File: src/rtl/privreg_pkg.sv
package privreg_pkg;

  localparam int DATA_W   = 64;
  localparam int IDX_W    = 5;
  localparam int LVL_BITS = 16;
  localparam int LVL_W    = 5;
  localparam int QCOUNT   = 8;
  localparam int QSEL_W   = $clog2(QCOUNT);
  localparam int TB_ZERO  = 15;
  localparam int HS_FORCE = 11;

  localparam logic [IDX_W-1:0] IX_SWINT   = 5'd0;
  localparam logic [IDX_W-1:0] IX_SWSET   = 5'd1;
  localparam logic [IDX_W-1:0] IX_SWCLR   = 5'd2;
  localparam logic [IDX_W-1:0] IX_PRILVL  = 5'd3;
  localparam logic [IDX_W-1:0] IX_TBASE   = 5'd4;
  localparam logic [IDX_W-1:0] IX_HSTATE  = 5'd5;
  localparam logic [IDX_W-1:0] IX_HTRAP   = 5'd6;
  localparam logic [IDX_W-1:0] IX_VERSION = 5'd7;
  localparam logic [IDX_W-1:0] IX_QBASE   = 5'd8;

  typedef enum logic [1:0] {SW_DIRECT, SW_SET, SW_CLEAR} sw_mode_e;

  typedef struct packed {
    logic              sw_any;
    sw_mode_e          sw_mode;
    logic              prilvl;
    logic              tbase;
    logic              hstate;
    logic              htrap;
    logic              version;
    logic              queue;
    logic [QSEL_W-1:0] qsel;
  } acc_sel_t;

  // Level: 1 + highest set bit among the low LVL_BITS, 0 when none is set.
  function automatic logic [LVL_W-1:0] pend_level(input logic [DATA_W-1:0] v);
    logic [LVL_W-1:0] lvl;
    lvl = '0;
    for (int i = 0; i < LVL_BITS; i++)
      if (v[i]) lvl = LVL_W'(i + 1);
    return lvl;
  endfunction

  function automatic logic [DATA_W-1:0] sw_next(input logic [DATA_W-1:0] cur,
                                                input logic [DATA_W-1:0] d,
                                                input sw_mode_e m);
    case (m)
      SW_SET:   return cur | d;
      SW_CLEAR: return cur & ~d;
      default:  return d;
    endcase
  endfunction

  function automatic logic [DATA_W-1:0] tbase_clean(input logic [DATA_W-1:0] d);
    return {d[DATA_W-1:TB_ZERO], {TB_ZERO{1'b0}}};
  endfunction

  function automatic logic [DATA_W-1:0] hstate_force(input logic [DATA_W-1:0] d);
    logic [DATA_W-1:0] r;
    r = d;
    r[HS_FORCE] = 1'b1;
    return r;
  endfunction

  function automatic logic [DATA_W-1:0] version_word(input logic [7:0] nwin,
                                                     input logic [7:0] maxtl,
                                                     input logic [7:0] maxgl);
    return {{(DATA_W-24){1'b0}}, maxgl, maxtl, nwin};
  endfunction

endpackage

File: src/rtl/privreg_decode.sv
module privreg_decode
  import privreg_pkg::*;
(
  input  logic             acc_write,
  input  logic [IDX_W-1:0] acc_index,
  output acc_sel_t         sel,
  output logic             legal
);
  logic in_queue;
  assign in_queue = (acc_index >= IX_QBASE) && (acc_index < IX_QBASE + IDX_W'(QCOUNT));

  always_comb begin
    sel = '0;
    sel.sw_mode = SW_DIRECT;
    sel.qsel = QSEL_W'(acc_index - IX_QBASE);
    case (acc_index)
      IX_SWINT:   sel.sw_any = 1'b1;
      IX_SWSET:   begin sel.sw_any = 1'b1; sel.sw_mode = SW_SET; end
      IX_SWCLR:   begin sel.sw_any = 1'b1; sel.sw_mode = SW_CLEAR; end
      IX_PRILVL:  sel.prilvl  = 1'b1;
      IX_TBASE:   sel.tbase   = 1'b1;
      IX_HSTATE:  sel.hstate  = 1'b1;
      IX_HTRAP:   sel.htrap   = 1'b1;
      IX_VERSION: sel.version = 1'b1;
      default:    sel.queue   = in_queue;
    endcase
  end

  always_comb begin
    if (acc_write)
      legal = sel.sw_any | sel.prilvl | sel.tbase | sel.hstate | sel.htrap | sel.queue;
    else
      legal = (sel.sw_any && sel.sw_mode == SW_DIRECT) | sel.prilvl | sel.tbase |
              sel.hstate | sel.htrap | sel.version | sel.queue;
  end
endmodule

File: src/rtl/privreg_softint.sv
module privreg_softint
  import privreg_pkg::*;
(
  input  logic              clk,
  input  logic              rst_n,
  input  logic              we,
  input  sw_mode_e          mode,
  input  logic [DATA_W-1:0] wdata,
  output logic [DATA_W-1:0] pend_q,
  output logic              level_rise
);
  logic [DATA_W-1:0] pend_d;

  assign pend_d     = sw_next(pend_q, wdata, mode);
  assign level_rise = we && (pend_level(pend_d) > pend_level(pend_q));

  always_ff @(posedge clk) begin
    if (!rst_n)  pend_q <= '0;
    else if (we) pend_q <= pend_d;
  end
endmodule

File: src/rtl/privreg_qbank.sv
module privreg_qbank
  import privreg_pkg::*;
#(
  parameter int NQ = QCOUNT
) (
  input  logic                   clk,
  input  logic                   rst_n,
  input  logic                   we,
  input  logic [$clog2(NQ)-1:0]  wsel,
  input  logic [DATA_W-1:0]      wdata,
  input  logic [$clog2(NQ)-1:0]  rsel,
  output logic [DATA_W-1:0]      rdata
);
  localparam int SW = $clog2(NQ);
  logic [DATA_W-1:0] qreg [NQ];

  for (genvar g = 0; g < NQ; g++) begin : g_q
    always_ff @(posedge clk) begin
      if (!rst_n) qreg[g] <= '0;
      else if (we && wsel == SW'(g)) qreg[g] <= wdata;
    end
  end

  assign rdata = qreg[rsel];
endmodule

File: src/rtl/priv_ctl_regfile.sv
module priv_ctl_regfile
  import privreg_pkg::*;
#(
  parameter logic [7:0] NWIN  = 8'd8,
  parameter logic [7:0] MAXTL = 8'd6,
  parameter logic [7:0] MAXGL = 8'd3
) (
  input  logic              clk,
  input  logic              rst_n,
  input  logic              acc_valid,
  input  logic              acc_write,
  input  logic [IDX_W-1:0]  acc_index,
  input  logic [DATA_W-1:0] wr_data,
  output logic [DATA_W-1:0] rd_data,
  output logic              acc_err,
  output logic              irq_recheck
);
  localparam logic [DATA_W-1:0] VER_WORD = version_word(NWIN, MAXTL, MAXGL);

  acc_sel_t          sel;
  logic              legal;
  logic              wr_ok, rd_ok, illegal, q_wr, sw_wr, sw_rise;
  logic [DATA_W-1:0] pend_q, prilvl_q, tbase_q, hstate_q, htrap_q, q_rdata;
  logic [DATA_W-1:0] rd_mux;

  privreg_decode u_dec (
    .acc_write (acc_write),
    .acc_index (acc_index),
    .sel       (sel),
    .legal     (legal)
  );

  assign wr_ok   = acc_valid &&  acc_write && legal;
  assign rd_ok   = acc_valid && !acc_write && legal;
  assign illegal = acc_valid && !legal;
  assign sw_wr   = wr_ok && sel.sw_any;
  assign q_wr    = wr_ok && sel.queue;

  privreg_softint u_sw (
    .clk        (clk),
    .rst_n      (rst_n),
    .we         (sw_wr),
    .mode       (sel.sw_mode),
    .wdata      (wr_data),
    .pend_q     (pend_q),
    .level_rise (sw_rise)
  );

  privreg_qbank #(.NQ(QCOUNT)) u_qb (
    .clk   (clk),
    .rst_n (rst_n),
    .we    (q_wr),
    .wsel  (sel.qsel),
    .wdata (wr_data),
    .rsel  (sel.qsel),
    .rdata (q_rdata)
  );

  always_ff @(posedge clk) begin
    if (!rst_n) begin
      prilvl_q <= '0;
      tbase_q  <= '0;
      hstate_q <= '0;
      htrap_q  <= '0;
    end else if (wr_ok) begin
      if (sel.prilvl) prilvl_q <= wr_data;
      if (sel.tbase)  tbase_q  <= tbase_clean(wr_data);
      if (sel.hstate) hstate_q <= hstate_force(wr_data);
      if (sel.htrap)  htrap_q  <= wr_data;
    end
  end

  always_comb begin
    rd_mux = '0;
    if (sel.sw_any)  rd_mux = pend_q;
    if (sel.prilvl)  rd_mux = prilvl_q;
    if (sel.tbase)   rd_mux = tbase_clean(tbase_q);
    if (sel.hstate)  rd_mux = hstate_q;
    if (sel.htrap)   rd_mux = htrap_q;
    if (sel.version) rd_mux = VER_WORD;
    if (sel.queue)   rd_mux = q_rdata;
  end

  always_ff @(posedge clk) begin
    if (!rst_n) begin
      rd_data     <= '0;
      acc_err     <= 1'b0;
      irq_recheck <= 1'b0;
    end else begin
      acc_err     <= illegal;
      irq_recheck <= q_wr | sw_rise;
      if (rd_ok)                       rd_data <= rd_mux;
      else if (illegal && !acc_write)  rd_data <= '0;
    end
  end
endmodule

File: config.mk
export PLATFORM = sky130hd
export DESIGN_NAME = priv_ctl_regfile
export DESIGN_NICKNAME = d
export VERILOG_FILES = /design/src/rtl/privreg_pkg.sv /design/src/rtl/privreg_decode.sv /design/src/rtl/privreg_softint.sv /design/src/rtl/privreg_qbank.sv /design/src/rtl/priv_ctl_regfile.sv
export SDC_FILE = /design/constraint.sdc
export NUM_CORES = 2
export LEC_CHECK = 0
export BUFFER_PORTS_ARGS = -buffer_cell sky130_fd_sc_hd__buf_4
export CORE_MARGIN = 5
export CORE_UTILIZATION = 65
export CTS_CLUSTER_DIAMETER = 200
export DETAILED_ROUTE_END_ITERATION = 10
export PLACE_DENSITY = 0.83
export RECOVER_POWER = 50
export SYNTH_ARGS = -nofsm -noshare
export SYNTH_HDL_FRONTEND = slang
export SYNTH_SLANG_ARGS = --single-unit
File: constraint.sdc
create_clock -name clk -period 16.25 [get_ports clk]
set_clock_uncertainty 0.1 [all_clocks]
set_input_delay 1.625 -clock clk [delete_from_list [all_inputs] [get_ports clk]]
set_output_delay 1.625 -clock clk [all_outputs]
set_load 0.01 [all_outputs]
== Word-level counts from Yosys, hierarchy flattened ==
Memories as Yosys holds them, arrays and structs flattened.
Cells that the tools add are included.
Operators by class
  add/subtract/negate cells: 1
  multiply operators: 0
  divide/modulo/power cells: 0
  $lt $le $gt $ge: 3
  eq/ne operators: 16
  shift-type cells: 0
  multiplexer cells: 84
  bitwise logic cells: 23
  reductions and logical operators: 31
Operators by type and width (number)
  $mux 64: 17
  $pmux 64 s2: 1
  $and 64x64->64: 1
  $mux 4: 16
  $not 64->64: 1
  $or 64x64->64: 1
  $mux 1: 35
  $mux 3: 8
  $eq 5x3->1 const B: 4
  $or 1x1->1: 20
  $logic_and 1x1->1: 19
  $eq 3x3->1 const B: 4
  $eq 5x2->1 const B: 2
  $mux 5: 2
  $mux 2: 4
  $reduce_and 2->1: 4
  $reduce_or 8->1: 1
  $eq 3x2->1 const B: 2
  $eq 5x1->1 const B: 1
  $ge 5x4->1 const B: 1
  $gt 5x5->1: 1
  $logic_not 5->1: 1
  $lt 5x5->1 const B: 1
  $pmux 2 s2: 1
  9 further kinds: 10
Word-level totals
  bits in registers: 371
  latch bits: 0
  RAM bits: 512
  ROM bits: 0
  bits of input ports: 73
  output and inout port bits: 66
  logic and storage cells: 167
  memories: 1
Memories
  u_qb.qreg: words 8, width 64, read ports 1, clocked after Yosys merged registers in 0, wr ports 8, RTL line privreg_qbank.sv:15  | logic [DATA_W-1:0] qreg [NQ];

== Longest topological paths before layout ==
  word-level depth: 23
  mapped depth: 22
  gate-level depth less buffers: 18

== Cells and area by module ==
A second synthesis with hierarchy kept.
Second synthesis, totals
  cells, all modules: 3671
  area total of the unflattened synthesis: 40817.9 um^2
By module, submodules not included
  privreg_qbank: instances 1, cells each 1445, area an instance 22522.9 um^2, seq. area each 15374.7 um^2
  priv_ctl_regfile: instances 1, cells each 1651, area an instance 13984.7 um^2, seq. area each 6145.9 um^2
  privreg_softint: instances 1, cells each 552, area an instance 4140.2 um^2, seq. area each 1281.2 um^2
  privreg_decode: instances 1, cells each 23, area an instance 170.2 um^2, seq. area each 0.0 um^2

== Worst setup path after synthesis ==
No wires, ideal clock.
  kind: input-to-reg
  from: input acc_index[4]
  to: memory u_qb.qreg[3][0], enable pin
  library setup time: 575 ps
  data arrival time: 7065 ps
  required time: 15575 ps
  setup slack: 8510 ps
  cell stages on the path: 5
  buffers on the path: 2
  cells stage by stage: buf_4 > nand2b_1 > clkbuf_1 > or3_1 > o21ai_0
RTL lines
  from (decl): RTL line priv_ctl_regfile.sv:12  | input logic [IDX_W-1:0] acc_index,
  to (decl): RTL line privreg_qbank.sv:15

==> impl_metrics.ini <==
[detailed_routing]
routedWlPerCell_um = 25.2
route.detailed.drc = 0
dr.pass1.iters = 6
ant_nets = 0
wl_um = 122000
via_per_inst = 6.53
vias = 31473
drtIter0Drc = 4470

[sta]
finalMaxSlewViolations = 751
fin_ws_ps = 7530
hold_slack_ps = 352
min_period_over_period_pct = 53.7
min_period_ps = 8720
fin_tns_setup_ps = 0
rsz0062_at_grt = no
relSlewSlack_pct = -218
max_clock_freq_mhz = 115
hold_viol = 0
tightest_slew_ps = 4710
setup_viol = 0

[finish]
layout-drive-gt1-share_pct = 9.95
multiInputGateArea_um2 = 17300
mostFrequentLayoutCell = nand2_1
seq_area_um2 = 22800
final_cell_mix = nand2_1 (664), edfxtp_1 (512), and2_1 (380)
synthToLayoutAreaGrowth_pct = 8.68
stdcell_area_um2 = 45200
n_fill_cell = 4422
finalNetCount = 3970

[place]
io_buffers = 138
place_area_um2 = 42800
gp_congestion = 0.916
hpwlAfterDp_um = 70900
dp_slack_ps = 9190

[yosys]
async_flop_share_pct = 0
ys_types = 63
synth-seq-area-share_pct = 54.8
syn_area_um2 = 41600
synth-seq-cells = 883
syn-num-nets = 4055
avgSynthCellArea_um2 = 10.5
syn_inst = 3974
synth-edff-count = 512
ys.flop_type = edfxtp_1
ys_warn_count = 0

[floorplanning]
rows = 92
start_util_pct = 65.8
die_h_um = 263
core_area_um2 = 63300
io_pins = 139
dieWidth_um = 263
die-area_um2 = 69200

[global_routing]
grt_use_total_pct = 34.0
grt-ovfl-total = 0
grt_max_degree = 130
grt_pass1_wl_um = 183000
grt_pass1_vias = 29988
antenna_found_initial = 18

[setup_path]
worstPathCellList = clkbuf_1 > nand2b_1 > nor2_1 > nand2_1 > o21ai_0 > buf_4
r2r_slack_ps = 13590
worstPathArrival_ps = 8880
rr_endpoint = irq_recheck$_SDFF_PN0_
path_class = in2reg
worstPathMaxFanout = 44
r2r-start = u_sw.pend_q[1]$_SDFFE_PN0P_
required_ps = 16410
cp-start-kind = input pin
reg2reg_depth = 13
endpoint_kind = register
slowest_delay_ps = 3520
slowest_stage = o21ai_0
endpoint = u_qb.qreg[7][1]$_SDFFCE_PN0P_
worstSetupStartpoint = acc_index[3]

[clock_tree]
post-cts-setup-buffers = 0
cts_buffers = 88
cts_root_buffer = clkbuf_16
cts_hold_buf = 0
clock_latency_ps = 650
clock-sinks = 883
path_clk_slew_ps = 60
cts_tree = done
cts_buffer_depth = 3
cts.repair.resized = 0
htreeDepth = 3

[worst_hold_path]
hp-class = reg2reg

[power]
ir_drop_v = 0.0000797
powerDensity_nw_per_um2 = 107
total_leakage_power_nw = 15.4

[job]
cap_violations = 25

[run_status]
status = finished with violations
violations = max-capacitance violations, max-slew violations
==> flip-flops by register name, indices dropped and copies added (netlist names) <==
register and count:
htrap_q 64, rd_data 64, u_sw.pend_q 64, u_qb.qreg 512
acc_err 1, hstate_q 64, irq_recheck 1, tbase_q 49
prilvl_q 64
==> logic make-up after synthesis <==
group / after synthesis / synth area share (%)
flops: 883 / 54.8
buf+inv: 382 / 3.88
compound gates: 1038 / 16.5
mux: 273 / 7.98
fa+ha+maj: 8 / 0.240
simple gates: 1390 / 16.6
==> where the power goes <==
| group | leakage, nW | internal [W] | switching, W |
|---|---|---|---|
| clock network | 1.39 | 0.00115 | 0.000850 |
| registers | 7.86 | 0.00244 | 0.0000247 |
| logic | 6.11 | 0.000123 | 0.000244 |
| total | 15.4 | 0.00371 | 0.00112 |
==> worst min path at each step <==
stage	startpoint	end	slack [ps]	depth (start not counted)
2_1_floorplan	hstate_q[10]$_SDFFE_PN0P_	hstate_q[10]$_SDFFE_PN0P_	330	2
3_3_place_gp	hstate_q[10]$_SDFFE_PN0P_	hstate_q[10]$_SDFFE_PN0P_	340	2
3_5_place_dp	hstate_q[10]$_SDFFE_PN0P_	hstate_q[10]$_SDFFE_PN0P_	350	2
4_1_cts	tbase_q[55]$_SDFFE_PN0P_	tbase_q[55]$_SDFFE_PN0P_	350	2
5_1_grt	prilvl_q[29]$_SDFFE_PN0P_	prilvl_q[29]$_SDFFE_PN0P_	370	2
6_report	hstate_q[10]$_SDFFE_PN0P_	hstate_q[10]$_SDFFE_PN0P_	350	2
==> area by class of cell <==
type                    count  area share [%]
repair buffers            197            2.69
flip-flops and latches    883            50.4
multi-input cells        2709            38.2
clock buffers             133            5.73
inverters                  10          0.0830
well taps                 846            2.34
clock inverters            29           0.514
diodes                     16          0.0885
==> synthesized netlist by cell type (60+ instances only) <==
library cell  count  area share (%)
edfxtp_1        512              37
nor2_1           61            0.55
mux2i_1         145             3.5
clkbuf_1        257             2.3
mux2_2           90             2.4
dfxtp_1         371              18
a21boi_1         62             1.1
o21ai_0         203             2.4
a21boi_0        219             3.9
a21oi_1         241             2.9
and2_1          524             7.9
buf_2            87             1.0
nand2_1         664             6.0
nor2b_1          60            0.90
==> critical path: cells and delay by family <==
kind	cells	cell delay (ps)
AOI/OAI and AO/OA	1	3520
buffers and inverters	2	2180
and+or+nand+nor	3	1520
==> per-layer routing <==
layer / track usage [%] / vias up / share of wire (%)
li1: - / 13879 / -
met1: 45.6 / 15119 / 37
met2: 52.9 / 2026 / 45
met3: 6.22 / 445 / 11
met4: 18.5 / 4 / 6.2
met5: 0 / - / 0.018
==> stage by stage <==
step / utilization [%] / std cells / total power, W
after global routing: 71.5 / 4821 / 0.00496
after detailed placement: 67.7 / 4645 / 0.00287
after global placement: 67.7 / 4645 / 0.00286
final: 71.5 / 4823 / 0.00483
after floorplan: - / 3974 / 0.00274
after CTS: 72.1 / 4807 / 0.00483
Power figures use the tool's default switching activity.
